## src/rtl/presc_pkg.sv

```systemverilog
package presc_pkg;

  // Phases of a ratio change
  typedef enum logic [1:0] {
    SW_IDLE   = 2'd0,  // no change pending
    SW_ARMED  = 2'd1,  // new ratio waiting for the next boundary
    SW_SETTLE = 2'd2   // first period at the new ratio is running
  } sw_state_t;

endpackage

```

## src/rtl/presc_counter.sv

```systemverilog
module presc_counter #(
  parameter int MAX_LOG = 8,
  parameter int LOG_W   = 4
) (
  input  logic             clk,
  input  logic             rst,
  input  logic [LOG_W-1:0] log_sel,
  output logic             boundary,
  output logic             clk_out,
  output logic             clk_en
);

  localparam int CNT_W  = (MAX_LOG < 1) ? 1 : MAX_LOG;
  localparam int WIDE_W = CNT_W + 1;

  logic [CNT_W-1:0]  cnt;
  logic [CNT_W-1:0]  cnt_inc;
  logic [CNT_W-1:0]  last;
  logic [CNT_W-1:0]  half;
  logic [WIDE_W-1:0] ratio;

  always_comb begin
    ratio   = WIDE_W'(1) << log_sel;
    last    = CNT_W'(ratio - WIDE_W'(1));
    half    = (log_sel == '0) ? CNT_W'(1) : CNT_W'(ratio >> 1);
    cnt_inc = cnt + 1'b1;
  end

  // The last source cycle of the divided period
  assign boundary = (cnt == last);

  always_ff @(posedge clk) begin
    if (rst) begin
      cnt     <= '0;
      clk_out <= 1'b0;
      clk_en  <= 1'b0;
    end else if (boundary) begin
      cnt     <= '0;
      clk_out <= 1'b1;
      clk_en  <= 1'b1;
    end else begin
      cnt     <= cnt_inc;
      clk_out <= (cnt_inc < half);
      clk_en  <= 1'b0;
    end
  end

  // the count stays inside the period of the active ratio
  p_cnt_range_r6: assert property (@(posedge clk) disable iff (rst)
    cnt <= last);

  // the enable pulse is never issued with the divided clock low
  p_en_high_r5: assert property (@(posedge clk) disable iff (rst)
    clk_en |-> clk_out);

endmodule

```

## src/rtl/presc_switch_ctrl.sv

```systemverilog
module presc_switch_ctrl
  import presc_pkg::*;
#(
  parameter int SEL_W   = 4,
  parameter int LOG_W   = 4,
  parameter int MAX_LOG = 8
) (
  input  logic             clk,
  input  logic             rst,
  input  logic [SEL_W-1:0] sel,
  input  logic             wr,
  input  logic             boundary,
  output logic [LOG_W-1:0] cur_log,
  output logic             busy
);

  sw_state_t        state;
  logic [LOG_W-1:0] pend_log;
  logic [LOG_W-1:0] sel_log;

  // codes above the largest supported ratio fall back to divide-by-1
  always_comb begin
    if (int'(sel) > MAX_LOG) sel_log = '0;
    else                     sel_log = LOG_W'(sel);
  end

  always_ff @(posedge clk) begin
    if (rst) begin
      state    <= SW_IDLE;
      cur_log  <= '0;
      pend_log <= '0;
      busy     <= 1'b0;
    end else if (wr) begin
      // A new write always re-arms and overrides anything pending
      pend_log <= sel_log;
      state    <= SW_ARMED;
      busy     <= 1'b1;
    end else if (boundary) begin
      case (state)
        SW_ARMED: begin
          cur_log <= pend_log;
          state   <= SW_SETTLE;
        end
        SW_SETTLE: begin
          state <= SW_IDLE;
          busy  <= 1'b0;
        end
        default: state <= SW_IDLE;
      endcase
    end
  end

  // the flag is raised by every accepted write
  p_busy_rise_r8: assert property (@(posedge clk) disable iff (rst)
    wr |=> busy);

  // the ratio moves only out of the armed phase
  p_apply_armed_r6: assert property (@(posedge clk) disable iff (rst)
    !$stable(cur_log) |-> $past(state) == SW_ARMED);

endmodule

```

## src/rtl/sysclk_prescaler.sv

```systemverilog
module sysclk_prescaler #(
  parameter int SEL_W   = 4,
  parameter int MAX_LOG = 8,
  parameter int LOG_W   = 4
) (
  input  logic             clk_src,
  input  logic             rst,
  input  logic [SEL_W-1:0] div_sel,
  input  logic             div_wr,
  output logic             clk_out,
  output logic             clk_en,
  output logic             busy
);

  logic             boundary;
  logic [LOG_W-1:0] cur_log;

  presc_switch_ctrl #(
    .SEL_W  (SEL_W),
    .LOG_W  (LOG_W),
    .MAX_LOG(MAX_LOG)
  ) u_ctrl (
    .clk     (clk_src),
    .rst     (rst),
    .sel     (div_sel),
    .wr      (div_wr),
    .boundary(boundary),
    .cur_log (cur_log),
    .busy    (busy)
  );

  presc_counter #(
    .MAX_LOG(MAX_LOG),
    .LOG_W  (LOG_W)
  ) u_cnt (
    .clk     (clk_src),
    .rst     (rst),
    .log_sel (cur_log),
    .boundary(boundary),
    .clk_out (clk_out),
    .clk_en  (clk_en)
  );

  // a ratio change coincides with the start of a period
  p_apply_on_edge_r6: assert property (@(posedge clk_src) disable iff (rst)
    !$stable(cur_log) |-> clk_en);

  // every rising edge of the divided clock carries the enable
  p_rise_has_en_r5: assert property (@(posedge clk_src) disable iff (rst)
    $rose(clk_out) |-> clk_en);

  // the flag clears only together with a divided rising edge
  p_busy_clear_r8: assert property (@(posedge clk_src) disable iff (rst)
    $fell(busy) |-> clk_en);

endmodule

```

## config.mk

```make
export PLATFORM = sky130hd
export DESIGN_NAME = sysclk_prescaler
export DESIGN_NICKNAME = d
export VERILOG_FILES = /design/src/rtl/presc_pkg.sv /design/src/rtl/presc_counter.sv /design/src/rtl/presc_switch_ctrl.sv /design/src/rtl/sysclk_prescaler.sv
export SDC_FILE = /design/constraint.sdc
export NUM_CORES = 1
export LEC_CHECK = 0
export BUFFER_PORTS_ARGS = -buffer_cell sky130_fd_sc_hd__buf_2
export CAP_MARGIN = 5
export CELL_PAD_IN_SITES_DETAIL_PLACEMENT = 1
export CELL_PAD_IN_SITES_GLOBAL_PLACEMENT = 1
export CORE_AREA = 2 2 56 58
export DETAILED_ROUTE_END_ITERATION = 7
export DIE_AREA = 0 0 58 60
export MAX_ROUTING_LAYER = met4
export PLACE_DENSITY = 0.83
export RECOVER_POWER = 25
export SLEW_MARGIN = 10
export SYNTH_ARGS = -nofsm -noshare
export SYNTH_HDL_FRONTEND = slang
export SYNTH_HIERARCHICAL = 1
export SYNTH_SLANG_ARGS = --single-unit
```

## constraint.sdc

```tcl
create_clock -name clk_src -period 5.5 [get_ports clk_src]
set_clock_uncertainty 0.2 [all_clocks]
set_input_delay 0.55 -clock clk_src [delete_from_list [all_inputs] [get_ports clk_src]]
set_output_delay 0.55 -clock clk_src [all_outputs]
set_load 0.02 [all_outputs]
```

Yosys cells after proc, flatten, opt, wreduce, memory -nomap -nowiden
Index checks and enable logic that the tools add are counted.
{"block": "totals", "elab_cells": 34, "register_bits": 21}
{"block": "classes", "magnitude_cmp": 2, "bitwise_logic": 1, "mux": 10, "reduce_logical": 7, "shifts": 1, "n_eq_ne": 3, "addsub": 2}
{"op": "$shl A1 B4 Y9 const A", "n": 1}
{"op": "$add A8 B1 Y8 const B", "n": 1}
{"op": "$eq A8 B8 Y1", "n": 1}
{"op": "$lt A8 B8 Y1", "n": 1}
{"op": "$mux W8", "n": 1}
{"op": "$sub A8 B1 Y8 const B", "n": 1}
{"op": "$mux W1", "n": 7}
{"op": "$gt A4 B4 Y1 const B", "n": 1}
{"op": "$logic_not A4 Y1", "n": 1}
{"op": "$mux W4", "n": 1}
{"op": "$reduce_bool A2 Y1", "n": 2}
{"op": "$reduce_or A2 Y1", "n": 2}
{"op": "$reduce_and A3 Y1", "n": 1}
{"op": "$eq A2 B1 Y1 const B", "n": 1}
{"op": "$eq A2 B2 Y1 const B", "n": 1}
{"op": "$mux W2", "n": 1}
{"op": "$reduce_and A2 Y1", "n": 1}
{"op": "$not A1 Y1", "n": 1}

Depth between registers and ports, before layout
Gate-level depths: netlist of the first run.
{"block": "depth", "word_depth": 5, "ltp_mapped": 12, "ltp_nobuf": 10}

Modules after synthesis
Netlist of the first run, hierarchy kept.
{"mod": "presc_counter", "instances": 1, "seq_area_each_um2": 200.2, "area_per_inst_um2": 864.6, "cells_each": 103}
{"mod": "presc_switch_ctrl", "instances": 1, "seq_area_each_um2": 220.2, "area_per_inst_um2": 489.2, "cells_each": 48}

Worst setup path after synthesis of the first run
No wires, ideal clock.
{"block": "synth_path", "path_kind": "flip-flop to flip-flop", "start": "reg u_ctrl.cur_log[3]", "end": "reg u_ctrl.cur_log[0]", "setup_slack_ps": 2913, "path_stages_with_launch": 13, "required_ps": 5228, "n_path_buf": 2, "t_arrival_ps": 2316, "setup_time_ps": 72, "path_cell_list": "dfxtp_1 > buf_6 > nor2_1 > nand2_1 > ha_1 > xnor2_1 > and3_1 > nor4b_2 > nand3_1 > nor2_1 > and4bb_1 > buf_2 > mux2i_1"}
{"block": "synth_via", "elab_chain_cells": 4}
{"item": "start: declaration", "line_no": "presc_switch_ctrl.sv:13", "rtl": "output logic [LOG_W-1:0] cur_log,"}
{"item": "start signal: assignment", "line_no": "presc_switch_ctrl.sv:41", "rtl": "cur_log <= pend_log;"}
{"item": "$shl A1 B4 Y9", "line_no": "presc_counter.sv:23", "rtl": "ratio = WIDE_W'(1) << log_sel;"}
{"item": "$sub A8 B1 Y8", "line_no": "presc_counter.sv:24", "rtl": "last = CNT_W'(ratio - WIDE_W'(1));"}
{"item": "$eq A8 B8 Y1", "line_no": "presc_counter.sv:30", "rtl": "assign boundary = (cnt == last);"}
{"item": "net boundary", "line_no": "sysclk_prescaler.sv:15", "rtl": "logic boundary;"}
{"item": "$reduce_and A3 Y1 (no source line)"}
The timed path passes the listed nets, and every way through them passes these cells.
A chain may end at the register's enable or synchronous reset.

Final worst setup path of the first run
{"block": "layout_path", "start": "reg u_ctrl.cur_log[2]", "end": "reg u_ctrl.cur_log[1]"}
Same word-level chain as after synthesis.

==> results.md, run 1 <==
* GP Congestion at around 0.82
* Final min period at around 3.2 ns
* Initial antenna violation count at 0
* Hpwl dp at roughly 2300 um
* Initial DRC Count at 21
* Largest net degree at the start of global routing at 27
* Peak Freq at 315 MHz
* Critical Path Most Common Cell: nor2_1
* Grt total ovfl at 0
* Root Buffer: clkbuf_4
* Vias per std cell at 5.67
* Reg-to-reg slack, setup at about 2.3 ns
* Seq/Total Area, Yosys at 31.1%
* Post-placement cell area at 1390 um^2
* Clock slew at reported path FFs at 0.12 ns
* CTS max path bufs at 2
* Reg2Reg Launch Point: u_ctrl/cur_log[2]$_SDFFE_PP0P_
* Final period util at 57.7%
* Die Span Y at 60 um
* Post-CTS Repair Setup Buffers at 0
* CTS Hold Bufs at 0
* First-pass GRT wire length at 5050 um
* CP bufs+invs at 0
* Critical path capture point type: flip-flop
* Critical Path Source: u_ctrl/cur_log[2]$_SDFFE_PP0P_
* RSZ-0062 raised after global routing: no
* WP depth at 10
* LEAKAGE at 0.561 nW
* Cell Rows at 20
* Clk sink count at 21
* Cells after Synth at about 150
* Setup-failing EPs final at 0
* Post-CTS sizing at 0
* Warnings from Yosys at 6
* CTS tree: done
* IO Pins at 10
* Post-route ant nets at 0
* Critical path data arrival time at 3.20 ns
* Syn Std Cell Area at 1350 um^2
* Total Wirelength at 2980 um
* Outcome: complete, no violations
* Slew HR at between 30% and 40%
* Crit path launch type: flip-flop
* Top cells by area, synth: dfxtp_1 (31%), ha_1 (8.3%), nand2b_1 (8.3%)
* CP Capture Point: u_ctrl/cur_log[1]$_SDFFE_PP0P_
* Fin Setup TNS at 0 ns
* Drt wl/cell at around 16 um
* Final std cell area, no fill at 1420 um^2
* Fin. max-slew vios at 0
* Final nets at 173
* Post-synth top area share at ~31%
* Cell taking the most area after synthesis: dfxtp_1
* Pwr/cell area at 220 nW/um^2
* Number of port buffers at 9
* Worst-path cell chain: nor2_1 > nand2_1 > ha_1 > xnor2_1 > and3_1 > nor4b_2 > nand3_1 > nor2_1 > and4bb_1 > mux2i_1
* Die area at 3480 um^2
* Via Count at 1,072
* Max-cap violations at 0
* P&R area growth vs syn at 4.71%
* Worst Reg-to-Reg Cells at 10
* Syn Nets at about 170
* Starting Density at 46.6%
* VDD IR-drop max at 0.185 mV
* Distinct cells, synth at 42
* # diodes at 0
* HP Class: reg2reg
* Slowest CP cell: dfxtp_1
* Hold Crit Depth at 2
* CTS Buf Count at 3
* Final count of hold timing violations at 0
* Flop and latch count out of synthesis at 21
* Total core area at between 2000 and 3000 um^2
* Least-Margin Pin Slew at 1.03 ns
* Syn avg cell area at 8.97 um^2
* Critical path's top delay family: simple AND/OR/NAND/NOR gates
* Drt pass-1 iters at 4
* Number of global-route vias before repair at 1,132
* DRC at 0
* Crit Path Max Fanout at 14
* Chip width at 58 um
* Crit-path max cell delay at 0.48 ns
* Worst EP required at 5.53 ns
* Critical path class: reg2reg
* H-tree Lvls at 1
* FF-to-FF End: u_ctrl/cur_log[1]$_SDFFE_PP0P_
* Clock Latency Late Sink at 0.30 ns
* Ratio of cells with drive above 1 in the final layout at 11.5%
* GRT Resource Usage Total at between 10% and 20%
registers in the layout (all words and copies together) (netlist names):
| signal | count |
|---|---|
| u_ctrl/busy | 1 |
| u_cnt/cnt | 8 |
| u_ctrl/pend_log | 4 |
| u_cnt/clk_out | 1 |
| u_cnt/clk_en | 1 |
| u_ctrl/state | 2 |
| u_ctrl/cur_log | 4 |
metal layers:
| metal | up-vias | wire [um] | share of wire (%) | global-route usage, % |
|---|---|---|---|---|
| li1 | 541 | - | - | - |
| met1 | 513 | 1460 | 49 | 24.3 |
| met2 | 14 | 1420 | 48 | 32.6 |
| met3 | 4 | 67 | 2.2 | 3.03 |
| met4 | 0 | 36 | 1.2 | 5.32 |
| met5 | - | 0 | 0 | - |
placed cells by master (no fill, tap or decap), drive strengths merged:
cell    netlist  routed
dfxtp        21      21
nand2b       18      18
nor2         14      14
a21oi         9       9
ha            9       9
nand2         8       8
xnor2         7       7
buf           7       6
nand3         6       6
clkbuf        1       6
nand3b        5       5
xor2          5       5
nor3          4       4
mux2i         4       4
and3          3       3
a21o          3       3
a211oi        3       3
inv           2       2
nor2b         2       2
o211ai        2       2
or4b          2       2
clkinv        0       1
and2b         1       1
and2          1       1
o21bai        1       1
o2111a        1       1
nor4b         1       1
or2           1       1
o41ai         1       1
and4b         1       1
nand4         1       1
o31a          1       1
o21ba         1       1
nor3b         1       1
and4bb        1       1
a311oi        1       1
or3b          1       1
o31ai         1       1
kinds of logic (layout without fill, tap and decap cells):
kind of cell	after synthesis	count (layout)	synth area share, %
and+or+nand+nor	71	71	31.2
AOI/OAI and AO/OA	24	24	14.7
DFF	21	21	31.1
xor gates and xnor gates	12	12	7.76
buffers and inverters	10	15	3.97
adders and majority gates	9	9	8.32
muxes	4	4	2.96
cell usage after synthesis:
cell,n
a211oi_1,1
a211oi_2,2
a21o_1,3
a21oi_1,9
a311oi_1,1
and2_1,1
and2b_1,1
and3_1,3
and4b_1,1
and4bb_1,1
buf_1,2
buf_2,3
buf_4,1
buf_6,1
clkbuf_2,1
dfxtp_1,21
ha_1,9
inv_1,2
mux2i_1,4
nand2_1,8
nand2b_1,18
nand3_1,6
nand3b_1,5
nand4_1,1
nor2_1,14
nor2b_1,2
nor3_1,4
nor3b_2,1
nor4b_2,1
o2111a_1,1
o211ai_1,2
o21ba_1,1
o21bai_1,1
o31a_1,1
o31ai_4,1
o41ai_2,1
or2_1,1
or3b_2,1
or4b_1,1
or4b_4,1
xnor2_1,7
xor2_1,5
tightest hold or removal path, stage by stage, from the launching register on:
cell,delay (ns)
dfxtp_1,0.33
nand2b_1,0.07
a21oi_1,0.06
layout make-up:
type	count	area, um^2
fill	351	1490
multi-input combinational	120	880
sequential	21	420
timing repair buffer	9	41.3
tap	33	41.3
clock buffer	3	22.5
inverter	2	7.51
clock inverter	1	5.00
worst min path at each step:
stage / from / end / slack (ns)
6_report: u_ctrl/pend_log[1]$_SDFFE_PP0P_ / u_ctrl/pend_log[1]$_SDFFE_PP0P_ / 0.29
5_1_grt: u_ctrl/pend_log[0]$_SDFFE_PP0P_ / u_ctrl/pend_log[0]$_SDFFE_PP0P_ / 0.32
4_1_cts: u_ctrl/pend_log[0]$_SDFFE_PP0P_ / u_ctrl/pend_log[0]$_SDFFE_PP0P_ / 0.29
3_5_place_dp: u_ctrl/pend_log[0]$_SDFFE_PP0P_ / u_ctrl/pend_log[0]$_SDFFE_PP0P_ / 0.27
3_3_place_gp: u_ctrl/pend_log[1]$_SDFFE_PP0P_ / u_ctrl/pend_log[1]$_SDFFE_PP0P_ / 0.26
2_1_floorplan: u_ctrl/pend_log[0]$_SDFFE_PP0P_ / u_ctrl/pend_log[0]$_SDFFE_PP0P_ / 0.25
stage by stage:
stage | worst slack, ns | total power [mW] | cells | hold WS (ns) | utilization [%]
3_3_place_gp | 2.68 | 0.237 | 185 | 0.258 | 48.0
5_1_grt | 2.05 | 0.325 | 189 | 0.317 | 48.8
6_report | 2.33 | 0.311 | 189 | 0.287 | 48.8
4_1_cts | 2.32 | 0.315 | 189 | 0.287 | 49.0
3_5_place_dp | 2.36 | 0.240 | 185 | 0.270 | 48.0
2_1_floorplan | 2.91 | 0.225 | 151 | 0.246 | -
power breakdown:
group          internal, mW  leakage [nW]  switching (mW)
logic                0.0301         0.372          0.0387
registers             0.160         0.171         0.00695
clock network        0.0271        0.0177          0.0485
total                 0.217         0.561          0.0942
No activity file was read; power rests on OpenSTA's default activity.
==> run 2, diff against run 1 <==
--- a/config.mk
+++ b/config.mk
@@ -9,11 +9,11 @@
 export CAP_MARGIN = 5
 export CELL_PAD_IN_SITES_DETAIL_PLACEMENT = 1
 export CELL_PAD_IN_SITES_GLOBAL_PLACEMENT = 1
-export CORE_AREA = 2 2 56 58
+export CORE_AREA = 2 2 61 63
 export DETAILED_ROUTE_END_ITERATION = 7
-export DIE_AREA = 0 0 58 60
+export DIE_AREA = 0 0 63 65
 export MAX_ROUTING_LAYER = met4
-export PLACE_DENSITY = 0.83
+export PLACE_DENSITY = 0.74
 export RECOVER_POWER = 25
 export SLEW_MARGIN = 10
 export SYNTH_ARGS = -nofsm -noshare
==> constraint.sdc (replaced) <==
create_clock -name clk_src -period 2.8 [get_ports clk_src]
set_clock_uncertainty 0.2 [all_clocks]
set_input_delay 0.28 -clock clk_src [delete_from_list [all_inputs] [get_ports clk_src]]
set_output_delay 0.28 -clock clk_src [all_outputs]
set_load 0.02 [all_outputs]
==> run 2 against run 1 <==
Against the previous run: via count increased by 0.37%; first-iteration DRC count shrank 57%; register-to-register slack got worse by 2.2 ns; sequential cell count did not move; global-route usage decreased by 2.6 points; critical path depth unchanged.
==> results.md, run 2 (synthesis results as in run 1) <==
* Critical path class: reg2reg
* Ratio of cells with drive above 1 in the final layout at between 15 and 20%
* Final period util at between 90% and 100%
* Top flop regs: u_cnt/cnt x8, u_ctrl/cur_log x4, u_ctrl/pend_log x4
* Final count of hold timing violations at 0
* Reg-to-reg slack, setup at 0.13 ns
* WHS at ~0.037 ns
* Drt wl/cell at 14.6 um
* Outcome: complete, no violations
* Hold Crit Depth at 3
* Fill cells at 434
* Clock slew at reported path FFs at 0.12 ns
* Most common cell after layout, fill and taps aside: dfxtp_1
* Setup-failing EPs final at 0
* Critical path data arrival time at 2.72 ns
* Slew HR at 72.4%
* Crit path launch type: flip-flop
* Hpwl dp at 2270 um
* GRT Resource Usage Total at 16.8%
* Max-cap violations at 0
* Largest Register: u_cnt/cnt
* CTS tree: done
* Largest net degree at the start of global routing at 27
* First-pass GRT wire length at 5330 um
* Pre-CTS setup slack at 0.0100 ns
* Clock Latency Late Sink at 0.31 ns
* Hold Startpoint: div_sel[0]
* Grt total ovfl at 0
* Total Wirelength at 3040 um
* Worst Reg-to-Reg Cells at 10
* IO Pins at 10
* Max FFs per register at 8
* Pwr/cell area at 421 nW/um^2
* Clk sink count at 21
* Worst EP required at 2.85 ns
* Cell Rows at 22
* Number of port buffers at 9
* Initial DRC Count at 9
* Total core area at 3500 um^2
* # diodes at 0
* Root Buffer: clkbuf_4
* CTS Buf Count at 3
* Final min period at 2.67 ns
* Via Count at 1,076
* Number of global-route vias before repair at 1,161
* VDD IR-drop max at 0.225 mV
* Die Span Y at 65 um
* HP Class: in2reg
* H-tree Lvls at 1
* CTS Hold Bufs at 0
* Most frequent cells in the layout: dfxtp_1 (20), nand2b_1 (18), nor2_1 (13)
* Fin. max-slew vios at 0
* Reg2Reg Launch Point: u_ctrl/cur_log[3]$_SDFFE_PP0P_
* Area occupied by multi-input gates at 893 um^2
* Critical path capture point type: flip-flop
* Chip width at 63 um
* P&R area growth vs syn at 10.4%
* Final instance count without filler cells at approximately 210
* Drt pass-1 iters at 4
* CTS max path bufs at 2
* Flip-flop and latch area at 424 um^2
* Peak Freq at 374 MHz
* Crit Path Max Fanout at 5
* Vias per std cell at between 5 and 6
* Die area at 4100 um^2
* DRC at 0
* Least-Margin Pin Slew at approximately 0.41 ns
* Final setup margin at 0.128 ns
* FF-to-FF End: u_ctrl/cur_log[3]$_SDFFE_PP0P_
* Hold EP: u_ctrl/pend_log[0]$_SDFFE_PP0P_
* Post-route ant nets at 0
* Initial antenna violation count at 0
* LEAKAGE at about 0.60 nW
* Final nets at 178
* Starting Density at 38.7%
* Placed insts at 205
* GP Congestion at 0.873
run 2: cell types whose count changed in the layout (fill, tap and decap cells not counted), sizes merged:
cell | before | now
clkbuf | 6 | 4
buf | 6 | 13
run 2: power breakdown:
part           switching [mW]  internal [mW]
logic                  0.0800         0.0693
registers              0.0124          0.313
clock network          0.0999         0.0534
total                   0.192          0.436
run 2: per-layer routing:
| metal | vias up | global-route usage [%] | share of wire, % |
|---|---|---|---|
| li1 | 552 | - | - |
| met1 | 502 | 21.5 | 48 |
| met2 | 14 | 27.5 | 48 |
| met3 | 8 | 1.74 | 2.0 |
| met4 | 0 | 6.67 | 1.4 |
| met5 | - | - | 0 |
run 2: critical path: stages, from the launching register on:
cell      delay, ns
dfxtp_1        0.33
nor2_1         0.21
nand2_1        0.09
ha_1           0.26
xnor2_1        0.17
and3_1         0.22
nor4b_4        0.29
nand3_1        0.16
nor2_2         0.15
and4bb_2       0.33
mux2i_1        0.20
run 2: layout make-up:
type / count / share of cell area (%)
inverter: 2 / 0.503
multi-input combinational: 120 / 59.8
tap: 48 / 4.02
clock buffer: 3 / 1.51
sequential: 21 / 28.4
clock inverter: 1 / 0.335
timing repair buffer: 14 / 5.44
run 2: repair_timing:
action / CTS / global route
endpoints found under the setup margin: 4 / 5
buffers inserted: 0 / 0
pin swaps: 0 / 1
resized for setup: 1 / 5
hold endpoints to repair: 0 / 0
run 2: worst max-delay path by stage:
| stage | startpoint | endpoint | slack, ns | cells past startpoint |
|---|---|---|---|---|
| after detailed placement | u_ctrl/cur_log[0]$_SDFFE_PP0P_ | u_ctrl/cur_log[3]$_SDFFE_PP0P_ | 0.01 | 10 |
| after global placement | u_ctrl/cur_log[0]$_SDFFE_PP0P_ | u_ctrl/cur_log[1]$_SDFFE_PP0P_ | 0.19 | 10 |
| final | u_ctrl/cur_log[3]$_SDFFE_PP0P_ | u_ctrl/cur_log[3]$_SDFFE_PP0P_ | 0.13 | 10 |
| after global routing | u_ctrl/cur_log[3]$_SDFFE_PP0P_ | u_ctrl/cur_log[2]$_SDFFE_PP0P_ | -0.04 | 10 |
| after CTS | u_ctrl/cur_log[0]$_SDFFE_PP0P_ | u_ctrl/cur_log[3]$_SDFFE_PP0P_ | 0.07 | 10 |
| after floorplan | u_ctrl/cur_log[3]$_SDFFE_PP0P_ | u_ctrl/cur_log[0]$_SDFFE_PP0P_ | 0.21 | 12 |
run 2: through the flow:
stage / area, um^2 / TNS, ns / power (mW) / utilization [%]
finish: 1490 / 0 / 0.628 / 42.7
global route: 1490 / -0.111 / 0.663 / 42.7
CTS: 1480 / 0 / 0.633 / 42.3
detailed placement: 1450 / 0 / 0.479 / 41.5
global placement: 1450 / 0 / 0.473 / 41.5
floorplan: 1350 / 0 / 0.442 / -
